--- src/rtl/rxs_pkg.sv ---
package rxs_pkg;

    typedef struct packed {
        logic par;
        logic frm;
        logic brk;
    } tag_t;

    typedef enum logic [2:0] {
        ST_IDLE  = 3'd0,
        ST_START = 3'd1,
        ST_DATA  = 3'd2,
        ST_PAR   = 3'd3,
        ST_STOP1 = 3'd4,
        ST_STOP2 = 3'd5,
        ST_PARK  = 3'd6
    } rx_state_e;

    localparam logic [1:0] PM_ODD  = 2'b00;
    localparam logic [1:0] PM_EVEN = 2'b01;
    localparam logic [1:0] PM_ONE  = 2'b10;
    localparam logic [1:0] PM_ZERO = 2'b11;

endpackage

--- src/rtl/rxs_framer.sv ---
module rxs_framer
    import rxs_pkg::*;
#(
    parameter int DATA_W = 8,
    parameter int OSR    = 16
) (
    input  logic              clk,
    input  logic              rst_n,
    input  logic              tick,
    input  logic              rxd,
    input  logic [1:0]        word_len,
    input  logic              two_stop,
    input  logic              par_en,
    input  logic [1:0]        par_mode,
    output logic              push,
    output logic [DATA_W-1:0] push_data,
    output tag_t              push_tag
);
    localparam int CNT_W = $clog2(OSR);
    localparam int BIT_W = $clog2(DATA_W);
    localparam int MID   = OSR / 2 - 1;
    localparam int BASE  = DATA_W - 4;

    typedef struct packed {
        rx_state_e         st;
        logic [CNT_W-1:0]  cnt;
        logic [BIT_W-1:0]  nbit;
        logic [DATA_W-1:0] sh;
        logic              zero;
        logic              perr;
        logic              push;
        logic [DATA_W-1:0] odata;
        tag_t              otag;
    } fr_t;

    fr_t r_q, r_d;

    logic [BIT_W-1:0]  last_bit;
    logic [DATA_W-1:0] aligned;
    logic              exp_par;
    logic              mid_hit;
    logic              full_hit;

    always_comb begin
        last_bit = BIT_W'(BASE) + BIT_W'(word_len);
        aligned  = r_q.sh >> (2'd3 - word_len);
        case (par_mode)
            PM_ODD:  exp_par = ~(^aligned);
            PM_EVEN: exp_par = ^aligned;
            PM_ONE:  exp_par = 1'b1;
            default: exp_par = 1'b0;
        endcase
        mid_hit  = tick && (r_q.cnt == CNT_W'(MID));
        full_hit = tick && (r_q.cnt == CNT_W'(OSR - 1));

        r_d      = r_q;
        r_d.push = 1'b0;
        if (tick && !mid_hit && !full_hit) r_d.cnt = r_q.cnt + CNT_W'(1);

        case (r_q.st)
            ST_IDLE: begin
                if (tick && !rxd) begin
                    r_d.st  = ST_START;
                    r_d.cnt = '0;
                end
            end
            ST_START: begin
                if (mid_hit) begin
                    r_d.cnt  = '0;
                    r_d.nbit = '0;
                    r_d.sh   = '0;
                    r_d.zero = 1'b1;
                    r_d.perr = 1'b0;
                    r_d.st   = rxd ? ST_IDLE : ST_DATA;
                end else if (full_hit) begin
                    r_d.cnt = r_q.cnt + CNT_W'(1);
                end
            end
            ST_DATA: begin
                if (full_hit) begin
                    r_d.cnt  = '0;
                    r_d.sh   = {rxd, r_q.sh[DATA_W-1:1]};
                    r_d.zero = r_q.zero & ~rxd;
                    if (r_q.nbit == last_bit) begin
                        r_d.st = par_en ? ST_PAR : ST_STOP1;
                    end else begin
                        r_d.nbit = r_q.nbit + BIT_W'(1);
                    end
                end else if (mid_hit) begin
                    r_d.cnt = r_q.cnt + CNT_W'(1);
                end
            end
            ST_PAR: begin
                if (full_hit) begin
                    r_d.cnt  = '0;
                    r_d.perr = (rxd != exp_par);
                    r_d.zero = r_q.zero & ~rxd;
                    r_d.st   = ST_STOP1;
                end else if (mid_hit) begin
                    r_d.cnt = r_q.cnt + CNT_W'(1);
                end
            end
            ST_STOP1, ST_STOP2: begin
                if (full_hit) begin
                    r_d.cnt = '0;
                    if (!rxd && r_q.zero && r_q.st == ST_STOP1) begin
                        r_d.push  = 1'b1;
                        r_d.odata = '0;
                        r_d.otag  = '{par: 1'b0, frm: 1'b1, brk: 1'b1};
                        r_d.st    = ST_PARK;
                    end else if (!rxd) begin
                        r_d.push  = 1'b1;
                        r_d.odata = aligned;
                        r_d.otag  = '{par: r_q.perr, frm: 1'b1, brk: 1'b0};
                        r_d.nbit  = '0;
                        r_d.sh    = '0;
                        r_d.zero  = 1'b1;
                        r_d.perr  = 1'b0;
                        r_d.st    = ST_DATA;
                    end else if (two_stop && r_q.st == ST_STOP1) begin
                        r_d.st = ST_STOP2;
                    end else begin
                        r_d.push  = 1'b1;
                        r_d.odata = aligned;
                        r_d.otag  = '{par: r_q.perr, frm: 1'b0, brk: 1'b0};
                        r_d.st    = ST_IDLE;
                    end
                end else if (mid_hit) begin
                    r_d.cnt = r_q.cnt + CNT_W'(1);
                end
            end
            ST_PARK: begin
                if (tick && rxd) r_d.st = ST_IDLE;
            end
            default: r_d.st = ST_IDLE;
        endcase
    end

    always_ff @(posedge clk or negedge rst_n) begin
        if (!rst_n) r_q <= '0;
        else        r_q <= r_d;
    end

    assign push      = r_q.push;
    assign push_data = r_q.odata;
    assign push_tag  = r_q.otag;


    park_hold_chk: assert property (@(posedge clk) disable iff (!rst_n)
        (r_q.st == ST_PARK && !rxd) |=> (r_q.st == ST_PARK));


    push_tick_chk: assert property (@(posedge clk) disable iff (!rst_n)
        push |-> $past(tick));

endmodule

--- src/rtl/rxs_fifo.sv ---
module rxs_fifo
    import rxs_pkg::*;
#(
    parameter int DATA_W = 8,
    parameter int DEPTH  = 16
) (
    input  logic              clk,
    input  logic              rst_n,
    input  logic              push,
    input  logic [DATA_W-1:0] push_data,
    input  tag_t              push_tag,
    input  logic              pop,
    input  logic              flush,
    output logic [DATA_W-1:0] head_data,
    output tag_t              head_tag,
    output logic              empty,
    output logic              drop,
    output logic              err_in,
    output logic              err_any
);
    localparam int PTR_W   = $clog2(DEPTH);
    localparam int CNT_W   = $clog2(DEPTH + 1);
    localparam int ENTRY_W = DATA_W + 3;

    typedef struct packed {
        logic [PTR_W-1:0] wr;
        logic [PTR_W-1:0] rd;
        logic [CNT_W-1:0] cnt;
        logic [CNT_W-1:0] ecnt;
    } fq_t;

    fq_t r_q, r_d;
    logic [ENTRY_W-1:0] mem_q [DEPTH];

    logic full, push_ok, pop_ok;

    always_comb begin
        full    = (r_q.cnt == CNT_W'(DEPTH));
        empty   = (r_q.cnt == '0);
        push_ok = push && !full && !flush;
        pop_ok  = pop && !empty && !flush;
        drop    = push && full && !flush;
        err_in  = push_ok && (|push_tag);
        err_any = (r_q.ecnt != '0);
        head_data = mem_q[r_q.rd][ENTRY_W-1:3];
        head_tag  = tag_t'(mem_q[r_q.rd][2:0]);

        r_d = r_q;
        if (flush) begin
            r_d = '0;
        end else begin
            if (push_ok)
                r_d.wr = (r_q.wr == PTR_W'(DEPTH - 1)) ? '0 : r_q.wr + PTR_W'(1);
            if (pop_ok)
                r_d.rd = (r_q.rd == PTR_W'(DEPTH - 1)) ? '0 : r_q.rd + PTR_W'(1);
            r_d.cnt  = r_q.cnt + CNT_W'(push_ok) - CNT_W'(pop_ok);
            r_d.ecnt = r_q.ecnt + CNT_W'(err_in) - CNT_W'(pop_ok && (|head_tag));
        end
    end

    always_ff @(posedge clk or negedge rst_n) begin
        if (!rst_n) r_q <= '0;
        else        r_q <= r_d;
    end

    always_ff @(posedge clk) begin
        if (push_ok) mem_q[r_q.wr] <= {push_data, push_tag};
    end


    drop_keeps_chk: assert property (@(posedge clk) disable iff (!rst_n)
        (drop && !pop) |=> (r_q.cnt == CNT_W'(DEPTH)));


    flush_empty_chk: assert property (@(posedge clk) disable iff (!rst_n)
        flush |=> empty);

endmodule

--- src/rtl/rxs_status.sv ---
module rxs_status
    import rxs_pkg::*;
(
    input  logic clk,
    input  logic rst_n,
    input  logic stat_rd,
    input  logic flush,
    input  logic pop,
    input  logic nonempty,
    input  tag_t head_tag,
    input  logic drop,
    input  logic err_in,
    input  logic err_any,
    output logic ovr_flag,
    output logic par_flag,
    output logic frm_flag,
    output logic brk_flag,
    output logic fifo_err_flag
);
    typedef struct packed {
        logic ovr;
        logic par;
        logic frm;
        logic brk;
        logic ferr;
        logic seen;
    } st_t;

    st_t r_q, r_d;
    logic head_new;

    always_comb begin
        head_new  = nonempty && !r_q.seen;
        r_d.seen  = nonempty && !pop && !flush;
        r_d.ovr   = (r_q.ovr && !stat_rd) || drop;
        r_d.par   = (r_q.par && !stat_rd) || (head_new && head_tag.par);
        r_d.frm   = (r_q.frm && !stat_rd) || (head_new && head_tag.frm);
        r_d.brk   = (r_q.brk && !stat_rd) || (head_new && head_tag.brk);
        r_d.ferr  = err_in || (r_q.ferr && !(stat_rd && !err_any));
    end

    always_ff @(posedge clk or negedge rst_n) begin
        if (!rst_n) r_q <= '0;
        else        r_q <= r_d;
    end

    assign ovr_flag      = r_q.ovr;
    assign par_flag      = r_q.par;
    assign frm_flag      = r_q.frm;
    assign brk_flag      = r_q.brk;
    assign fifo_err_flag = r_q.ferr;


    ovr_cause_chk: assert property (@(posedge clk) disable iff (!rst_n)
        $rose(r_q.ovr) |-> $past(drop));


    ferr_hold_chk: assert property (@(posedge clk) disable iff (!rst_n)
        (r_q.ferr && err_any) |=> r_q.ferr);

endmodule

--- src/rtl/serial_rx_status.sv ---
module serial_rx_status
    import rxs_pkg::*;
#(
    parameter int DATA_W = 8,
    parameter int DEPTH  = 16,
    parameter int OSR    = 16
) (
    input  logic              clk,
    input  logic              rst_n,
    input  logic              sample_en,
    input  logic              rxd,
    input  logic [1:0]        word_len,
    input  logic              two_stop,
    input  logic              par_en,
    input  logic [1:0]        par_mode,
    input  logic              rd_pop,
    input  logic              stat_rd,
    input  logic              flush,
    output logic [DATA_W-1:0] rd_data,
    output logic              head_par_err,
    output logic              head_frm_err,
    output logic              head_brk,
    output logic              data_ready,
    output logic              ovr_flag,
    output logic              par_flag,
    output logic              frm_flag,
    output logic              brk_flag,
    output logic              fifo_err_flag
);
    logic              push;
    logic [DATA_W-1:0] push_data;
    tag_t              push_tag;
    tag_t              head_tag;
    logic              empty, drop, err_in, err_any;

    rxs_framer #(.DATA_W(DATA_W), .OSR(OSR)) framer_i (
        .clk(clk), .rst_n(rst_n), .tick(sample_en), .rxd(rxd),
        .word_len(word_len), .two_stop(two_stop), .par_en(par_en),
        .par_mode(par_mode), .push(push), .push_data(push_data),
        .push_tag(push_tag)
    );

    rxs_fifo #(.DATA_W(DATA_W), .DEPTH(DEPTH)) fifo_i (
        .clk(clk), .rst_n(rst_n), .push(push), .push_data(push_data),
        .push_tag(push_tag), .pop(rd_pop), .flush(flush),
        .head_data(rd_data), .head_tag(head_tag), .empty(empty),
        .drop(drop), .err_in(err_in), .err_any(err_any)
    );

    rxs_status status_i (
        .clk(clk), .rst_n(rst_n), .stat_rd(stat_rd), .flush(flush),
        .pop(rd_pop), .nonempty(!empty), .head_tag(head_tag), .drop(drop),
        .err_in(err_in), .err_any(err_any), .ovr_flag(ovr_flag),
        .par_flag(par_flag), .frm_flag(frm_flag), .brk_flag(brk_flag),
        .fifo_err_flag(fifo_err_flag)
    );

    assign data_ready   = !empty;
    assign head_par_err = head_tag.par;
    assign head_frm_err = head_tag.frm;
    assign head_brk     = head_tag.brk;


    brk_head_chk: assert property (@(posedge clk) disable iff (!rst_n)
        (data_ready && head_brk) |-> (rd_data == '0 && head_frm_err));

endmodule

--- config.mk ---
export PLATFORM = sky130hd
export DESIGN_NAME = serial_rx_status
export DESIGN_NICKNAME = d
export VERILOG_FILES = /design/src/rtl/rxs_pkg.sv /design/src/rtl/rxs_framer.sv /design/src/rtl/rxs_fifo.sv /design/src/rtl/rxs_status.sv /design/src/rtl/serial_rx_status.sv
export SDC_FILE = /design/constraint.sdc
export NUM_CORES = 1
export LEC_CHECK = 0
export ABC_AREA = 1
export BUFFER_PORTS_ARGS = -buffer_cell sky130_fd_sc_hd__buf_4
export CAP_MARGIN = 25
export CORE_AREA = 3 3 136 138
export CTS_CLUSTER_SIZE = 16
export DETAILED_ROUTE_END_ITERATION = 12
export DIE_AREA = 0 0 139 141
export GPL_ROUTABILITY_DRIVEN = 1
export HOLD_SLACK_MARGIN = 0.1
export PLACE_DENSITY = 0.76
export SYNTH_ARGS = -nofsm -noshare
export SYNTH_HDL_FRONTEND = slang
export SYNTH_HIERARCHICAL = 1
export SYNTH_SLANG_ARGS = --single-unit
--- constraint.sdc ---
create_clock -name clk -period 2.8 [get_ports clk]
set_input_delay 0.42 -clock clk [delete_from_list [all_inputs] [get_ports clk]]
set_output_delay 0.42 -clock clk [all_outputs]
set_load 0.02 [all_outputs]
==> results of run 1 <==
worst max-delay path, cell delays in order (launching register included):
cell	delay (ns)
dfrtp_2	0.43
clkinv_4	0.12
clkbuf_16	0.18
o21ai_0	0.21
nand3_1	0.13
nand3_2	0.09
nand2_2	0.09
inv_2	0.06
a21oi_2	0.04
ha_1	0.28
inv_2	0.04
ha_4	0.15
fa_2	0.38
nand2_2	0.08
a21oi_2	0.06
nor2_2	0.13
xor2_1	0.15
nor2_1	0.06
cells by family (layout without fill, tap and decap cells):
family / Yosys count / after routing / synth area share [%]
compound gates: 188 / 188 / 10.67
flops: 232 / 232 / 62.27
simple gates: 415 / 415 / 16.51
xor+xnor: 11 / 11 / 0.8973
buf+inv: 150 / 220 / 6.712
fa+ha+maj: 24 / 24 / 2.936
area by class of cell:
| cell class | instances | area, µm² | area share, % |
|---|---|---|---|
| timing repair buffer | 79 | 684.4 | 5.559 |
| inverter | 97 | 371.6 | 3.019 |
| sequential | 232 | 6688 | 54.32 |
| tap | 225 | 281.5 | 2.287 |
| multi-input combinational | 638 | 3418 | 27.77 |
| clock buffer | 31 | 678.2 | 5.509 |
| clock inverter | 13 | 188.9 | 1.535 |
cells in the mapped netlist (all sizes together), types with 8 or more instances:
master,instances,area [µm²]
nand2,195,754.5
edfxtp,176,5285
nor2,121,481.7
o21ai,111,563.0
inv,97,364.1
nand3,83,420.4
dfrtp,56,1401
buf,42,312.8
o221ai,25,219.0
ha,22,275.3
o22ai,15,93.84
a21oi,14,96.34
clkbuf,11,43.79
o211ai,10,75.07
xor2,8,70.07
what timing repair did:
action | 4_1_cts | 5_1_grt
endpoints found under the hold margin | 57 | 0
gates resized for setup | 2 | 28
endpoints found under the setup margin | 2 | 9
gates cloned | 1 | 2
hold buffers | 2 | 0
setup buffers | 0 | 1
pin swaps | 0 | 11
worst min path at each step:
stage,startpoint,to,slack [ns],cells past startpoint
3_5_place_dp,status_i/fifo_err_flag$_DFF_PN0_,status_i/fifo_err_flag$_DFF_PN0_,0.46,2
6_report,flush,fifo_i/r_q[0]$_DFF_PN0_,0.16,2
4_1_cts,flush,fifo_i/r_q[1]$_DFF_PN0_,0.14,2
2_1_floorplan,rst_n,fifo_i/r_q[0]$_DFF_PN0_,0.12,0
5_1_grt,flush,status_i/r_q[0]$_DFF_PN0_,0.16,2
3_3_place_gp,status_i/fifo_err_flag$_DFF_PN0_,status_i/fifo_err_flag$_DFF_PN0_,0.46,2
flip-flops by register name, indices dropped and copies added (netlist names):
name                    flops
status_i/ovr_flag           1
fifo_i/r_q                 18
status_i/frm_flag           1
status_i/brk_flag           1
status_i/fifo_err_flag      1
framer_i/push_data          8
fifo_i/mem_q              176
framer_i/r_q               20
status_i/r_q                1
framer_i/push_tag           3
framer_i/push               1
status_i/par_flag           1
layer usage:
metal	vias to the layer above	global-route usage [%]	wire length (µm)
met4	0	8.136	595
met1	3630	31.89	9705
met2	263	41.78	11950
met3	45	3.155	1428
li1	3635	-	-
met5	-	0	0
power by group through the flow:
stage | combinational, W | clock (W) | sequential, W
CTS | 0.00290 | 0.00347 | 0.00399
finish | 0.00303 | 0.00342 | 0.00400
floorplan | 0.00215 | 0 | 0.00404
global placement | 0.00274 | 0 | 0.00406
global route | 0.00340 | 0.00360 | 0.00402
detailed placement | 0.00282 | 0 | 0.00406
metrics by stage:
step | setup WS, ns | hold WS [ns] | cell area (µm²) | std cells
after floorplan | 0.09394 | 0.1244 | 10740 | 1020
after global placement | 0.06839 | 0.4625 | 11260 | 1265
after detailed placement | -0.02761 | 0.4618 | 11260 | 1265
after CTS | 0.03500 | 0.1385 | 12190 | 1312
after global routing | -0.1301 | 0.1568 | 12310 | 1315
final | 0.008654 | 0.1605 | 12310 | 1315
==> results.md, run 1 <==
- Reg-to-reg endpoint: fifo_i/r_q[4]$_DFF_PN0_
- Flops & latches, synth: approximately 230
- Crit path time final: around 2.8 ns
- Post-route ant nets: 0
- HPWL after DPL: 15.26 mm
- Final core utilization: 71.17%
- Die X-Extent: 139 µm
- Seq/Total Area, Yosys: 62.27%
- Root Buffer: clkbuf_16
- Critical Path AT: 3.19 ns
- Post-DR wirelength/cell: 18.01 µm
- Most frequent cells in the layout: nand2_1 (185), edfxtp_1 (176), nor2_1 (113)
- Relative slew slack: roughly half
- Power per cell area: 848.8 mW/mm²
- Least-Margin Pin Slew: 0.7376 ns
- Via/cell ratio: 5.759
- Mapped Area: about 0.011 mm²
- Worst VDD drop: 0.0005435 V
- Power Internal: 0.007155 W
- Antenna diodes: 0
- Global-route wire length before repair: around 38 mm
- Antenna violations before repair: 0
- Period utilization: 99.69%
- Syn. warnings: 6
- Sinks on Clock Net: 232
- Syn Area/Cell: about 11 µm²
- Prevailing post-synth register cell: edfxtp_1
- Clk_lat worst skew: 0.50 ns
- CTS H-tree lvls: 1
- Synthesis-to-layout area growth: 14.65%
- Final setup skew: 0.009921 ns
- Combinational Power Share: 29.0%
- Library cells used by synthesis: 46
- Worst setup endpoint: fifo_i/r_q[4]$_DFF_PN0_
- Flop pwr share: 38.3%
- Switching share of power: about a third
- IO Pins: 30
- CTS tree: done
- Critical path startpoint: fifo_i/r_q[10]$_DFFE_PN0P_
- 1st-iter DRT viols: 566
- Hold Fails Final Rpt: 0
- DR vias: 7573
- # Max-Cap Violations: 0
- Clock power share: approximately 33%
- Fraction of layout cells with a size suffix above 1: 15.50%
- Max Fanout on Critical Path: 5
- Largest net degree at the start of global routing: 57
- Worst R2R Path Depth: 17
- Tot Pwr: 0.01045 W
- WS Path Type: reg -> reg
- Total CTS buffers: 24
- Total Neg Setup Slack: 0 ns
- Post-synth EDFFs: 176
- Fmax achieved: 0.3583 GHz
- Flop-to-flop setup slack: 0.009 ns
- All-Layer GR Usage: about 24%
- Switching power: 0.003294 W
- Worst setup SP type: register
- Die height: 141 µm
- RSZ-0062 raised after global routing: true
- Fin nets: 1109
- Port Buffers: 29
- Leakage: around 5.3 nW
- Vias in the first global route: 7385
- Core area: roughly 0.017 mm²
- Reg-to-reg startpoint: fifo_i/r_q[10]$_DFFE_PN0P_
- Status: complete, no violations
- Pre-antenna DRT Iters: 5
- FFs w/ async S/R, synth: 24.14%
- Row count: 48
- Fin. max-slew vios: 0
- Cell count after synthesis: 1020
- GR Overflow Total: 0
- Clock-pin transition on the worst setup and hold timing paths: 0.06 ns
- Routability cong.: approximately 0.89
- Die area: 0.01960 mm²
- CP Capture Type: register
- Mapped Nets: 1057
- Final Setup Violations: 0
- Worst Path Required: 3.20 ns
- DRC violations left: 0
- Fillers: 1205
- Commonest non-fill, non-tap cell in the layout: nand2_1
- Hold Path Class: in -> reg
- Routed wire length: 23.68 mm
- Initial Utilization: 62.08%
- CTS Buffer Depth: 3
Power figures use the tool's default switching activity.
==> run 2, diff against run 1 <==
--- a/config.mk
+++ b/config.mk
@@ -15,6 +15,7 @@
 export GPL_ROUTABILITY_DRIVEN = 1
 export HOLD_SLACK_MARGIN = 0.1
 export PLACE_DENSITY = 0.76
+export REMOVE_ABC_BUFFERS = 1
 export SYNTH_ARGS = -nofsm -noshare
 export SYNTH_HDL_FRONTEND = slang
 export SYNTH_HIERARCHICAL = 1
==> run 2 against run 1 <==
The run now ends with negative setup slack left. First-iteration DRC count is 41% higher. Critical path depth is 1 higher. Sequential power hardly changed. Worst hold slack worse by 0.015 ns. Total power is 0.99% lower. Non-clock buffer count is 2 higher. Critical path type unchanged. Largest power group unchanged.
==> results.md, run 2 (same netlist as run 1, synthesis figures left out) <==
- Worst setup SP type: register
- Leakage: 5.311 nW (about the same)
- Fin worst setup slack: -0.04452 ns (-0.05317 ns)
- CP Capture Type: register
- Clock-pin transition on the worst setup and hold timing paths: 0.06 ns (about the same)
- All-Layer GR Usage: 24.74% (+0.61 points)
- GR Overflow Total: 0 (unchanged)
- Largest Register: fifo_i/mem_q
- Fin nets: 1111 (+0.18%)
- Vias in the first global route: 7522 (+1.9%)
- CTS Buffer Depth: 3 (unchanged)
- Max Fanout on Critical Path: 7 (+2)
- Largest net degree at the start of global routing: 57 (unchanged)
- DR vias: 7709 (+1.8%)
- Sinks on Clock Net: 232 (unchanged)
- Commonest non-fill, non-tap cell in the layout: nand2_1
- Failing checks: negative setup slack
- Highest cell delay on the worst timing path: 0.43 ns (about the same)
- Clk_lat worst skew: 0.51 ns (about the same)
- RSZ-0062 raised after global routing: true
- Fraction of layout cells with a size suffix above 1: 16.85% (+1.3 points)
- Routability cong.: 0.8715 (-2.4%)
- Slowest CP cell: dfrtp_2
- Wire length on met1: 9.897 mm (+2.0%)
- Top Registers: fifo_i/mem_q: 176 flops, framer_i/r_q: 20 flops, fifo_i/r_q: 18 flops
- Crit path time final: 2.845 ns (+0.05317 ns)
- Die area: 0.01960 mm² (unchanged)
- Synthesis-to-layout area growth: 15.01%
- HPWL after DPL: 15.00 mm (-1.7%)
- Initial Utilization: 62.08% (unchanged)
- Via/cell ratio: 5.853 (+1.6%)
- Die height: 141 µm (unchanged)
- Fmax achieved: 0.3516 GHz (-1.9%)
- Wire length on met3: 1.787 mm (+25%)
- Most frequent cells in the layout: nand2_1 (179), edfxtp_1 (176), nor2_1 (114)
- Antenna diodes: 0 (unchanged)
- Hold Path Class: in -> reg
- WS Path Type: reg -> reg
- Top Metal Used: met4
- Max reg flops: 176 (unchanged)
- 1st-iter DRT viols: 796 (+41%)
- CP top delay family: adder cells
- Worst-path cell chain: clkinv_4, buf_16, buf_6, o21ai_4, nand3_2, nand3_2, nand2_2, inv_2, a21oi_2, ha_1, inv_2, ha_4, fa_2, nand2_2, a21oi_2, nor2_1, xor2_1, nor2_1
- DRC violations left: 0 (unchanged)
- Combinational Power Share: 29.7% (+0.7 points)
- CP Buf/Inv Count: 5 (+1)
- Hold Fails Final Rpt: 0 (unchanged)
- Fin. max-slew vios: 0 (unchanged)
- Port Buffers: 29 (unchanged)
- Pre-antenna DRT Iters: 5 (unchanged)
- Routed wl met2: 12.20 mm (+2.1%)
- Post-route ant nets: 0 (unchanged)
- Global-route wire length before repair: 38.72 mm (+2.1%)
- Die X-Extent: 139 µm (unchanged)
- Row count: 48 (unchanged)
- Power Internal: 0.007006 W (-2.1%)
- Switching power: 0.003339 W (+1.4%)
- Final Setup Violations: 1 (+1)
- Critical Path AT: 3.24 ns (+0.05 ns)
- Flop pwr share: 38.7% (+0.4 points)
- Total Neg Setup Slack: -0.04452 ns (-0.04452 ns)
- Placed instance area: 0.01126 mm² (unchanged)
- Routed wire length: 24.72 mm (+4.4%)
- Antenna violations before repair: 0 (unchanged)
- Tot Pwr: 0.01034 W (-0.99%)
- Design area: 0.01235 mm² (+0.31%)
- Worst VDD drop: 0.0005346 V (-1.6%)
- Relative slew slack: 50.37% (-0.46 points)
- Least-Margin Pin Slew: 0.7444 ns (+0.006878 ns)
- Post-DR wirelength/cell: 18.77 µm (+4.2%)
- Clock power share: 31.7% (-1.1 points)
- Root Buffer: clkbuf_16
- CTS H-tree lvls: 1 (unchanged)
- CTS tree: done
- # Max-Cap Violations: 0 (unchanged)
- Status: finished with violations
- IO Pins: 30 (unchanged)
- Core area: 0.01730 mm² (unchanged)
- Period utilization: 101.6% (+1.9 points)
- Final setup skew: 0.008405 ns (-0.001516 ns)
- Worst Path Required: 3.19 ns (about the same)
- Total CTS buffers: 24 (unchanged)
- Switching share of power: 32.27% (+0.75 points)
- Flop-to-flop setup slack: -0.04 ns (-0.05 ns)
- Power per cell area: 837.7 mW/mm² (-1.3%)
## run 2: cell types whose count changed in the layout (fill, tap and decap cells not counted), moves of 3 or more
cell | before | now
nand2_2 | 8 | 12
nand3_1 | 78 | 69
clkbuf_8 | 3 | 0
nand3_2 | 5 | 14
nand2_1 | 185 | 179
## run 2: routing by layer
| layer | GRT usage [%] | vias up |
|---|---|---|
| met5 | 0 | - |
| met4 | 9.217 | 0 |
| met3 | 3.765 | 62 |
| met2 | 42.57 | 349 |
| met1 | 32.20 | 3655 |
| li1 | - | 3643 |
## run 2: area by class of cell
cell class / instances / area, µm²
sequential: 232 / 6688
fill: 1159 / 4947
multi-input combinational: 638 / 3488
timing repair buffer: 81 / 703.2
clock buffer: 30 / 644.4
inverter: 97 / 371.6
tap: 225 / 281.5
clock inverter: 14 / 172.7
## run 2: power groups by stage
stage          clock network [W]  logic, W  registers (W)
3_3_place_gp                   0   0.00273        0.00405
4_1_cts                  0.00331   0.00288        0.00399
2_1_floorplan                  0   0.00186        0.00415
3_5_place_dp                   0   0.00280        0.00406
6_report                 0.00327   0.00307        0.00400
5_1_grt                  0.00346   0.00344        0.00402
## run 2: final timing paths
path / from / end / cells after the start
max: fifo_i/r_q[10]$_DFFE_PN0P_ / fifo_i/r_q[4]$_DFF_PN0_ / 18
min: flush / fifo_i/r_q[1]$_DFF_PN0_ / 2
max reg2reg: fifo_i/r_q[10]$_DFFE_PN0P_ / fifo_i/r_q[4]$_DFF_PN0_ / 18
min reg2reg: framer_i/r_q[14]$_DFFE_PN0P_ / framer_i/r_q[14]$_DFFE_PN0P_ / 2
max in group asynchronous: rst_n / fifo_i/r_q[10]$_DFFE_PN0P_ / 2
min in group asynchronous: rst_n / fifo_i/r_q[10]$_DFFE_PN0P_ / 2
## run 2: what timing repair did
item / CTS / global route
gates resized for setup: 5 / 43
hold buffers: 2 / 0
buffers inserted: 0 / 4
setup endpoints to repair: 8 / 7
gates cloned: 1 / 1
endpoints found under the hold margin: 57 / 0
pin swaps: 0 / 16
## run 2: stage by stage
stage	utilization [%]	cells	worst slack (ns)	hold slack, ns
finish	71.40	1317	-0.04452	0.1459
global route	71.40	1317	-0.1612	0.1479
CTS	70.23	1312	0.02547	0.1409
detailed placement	65.13	1265	0.01704	0.4624
global placement	65.13	1265	0.06243	0.4579
floorplan	-	967	-1.827	0.1244
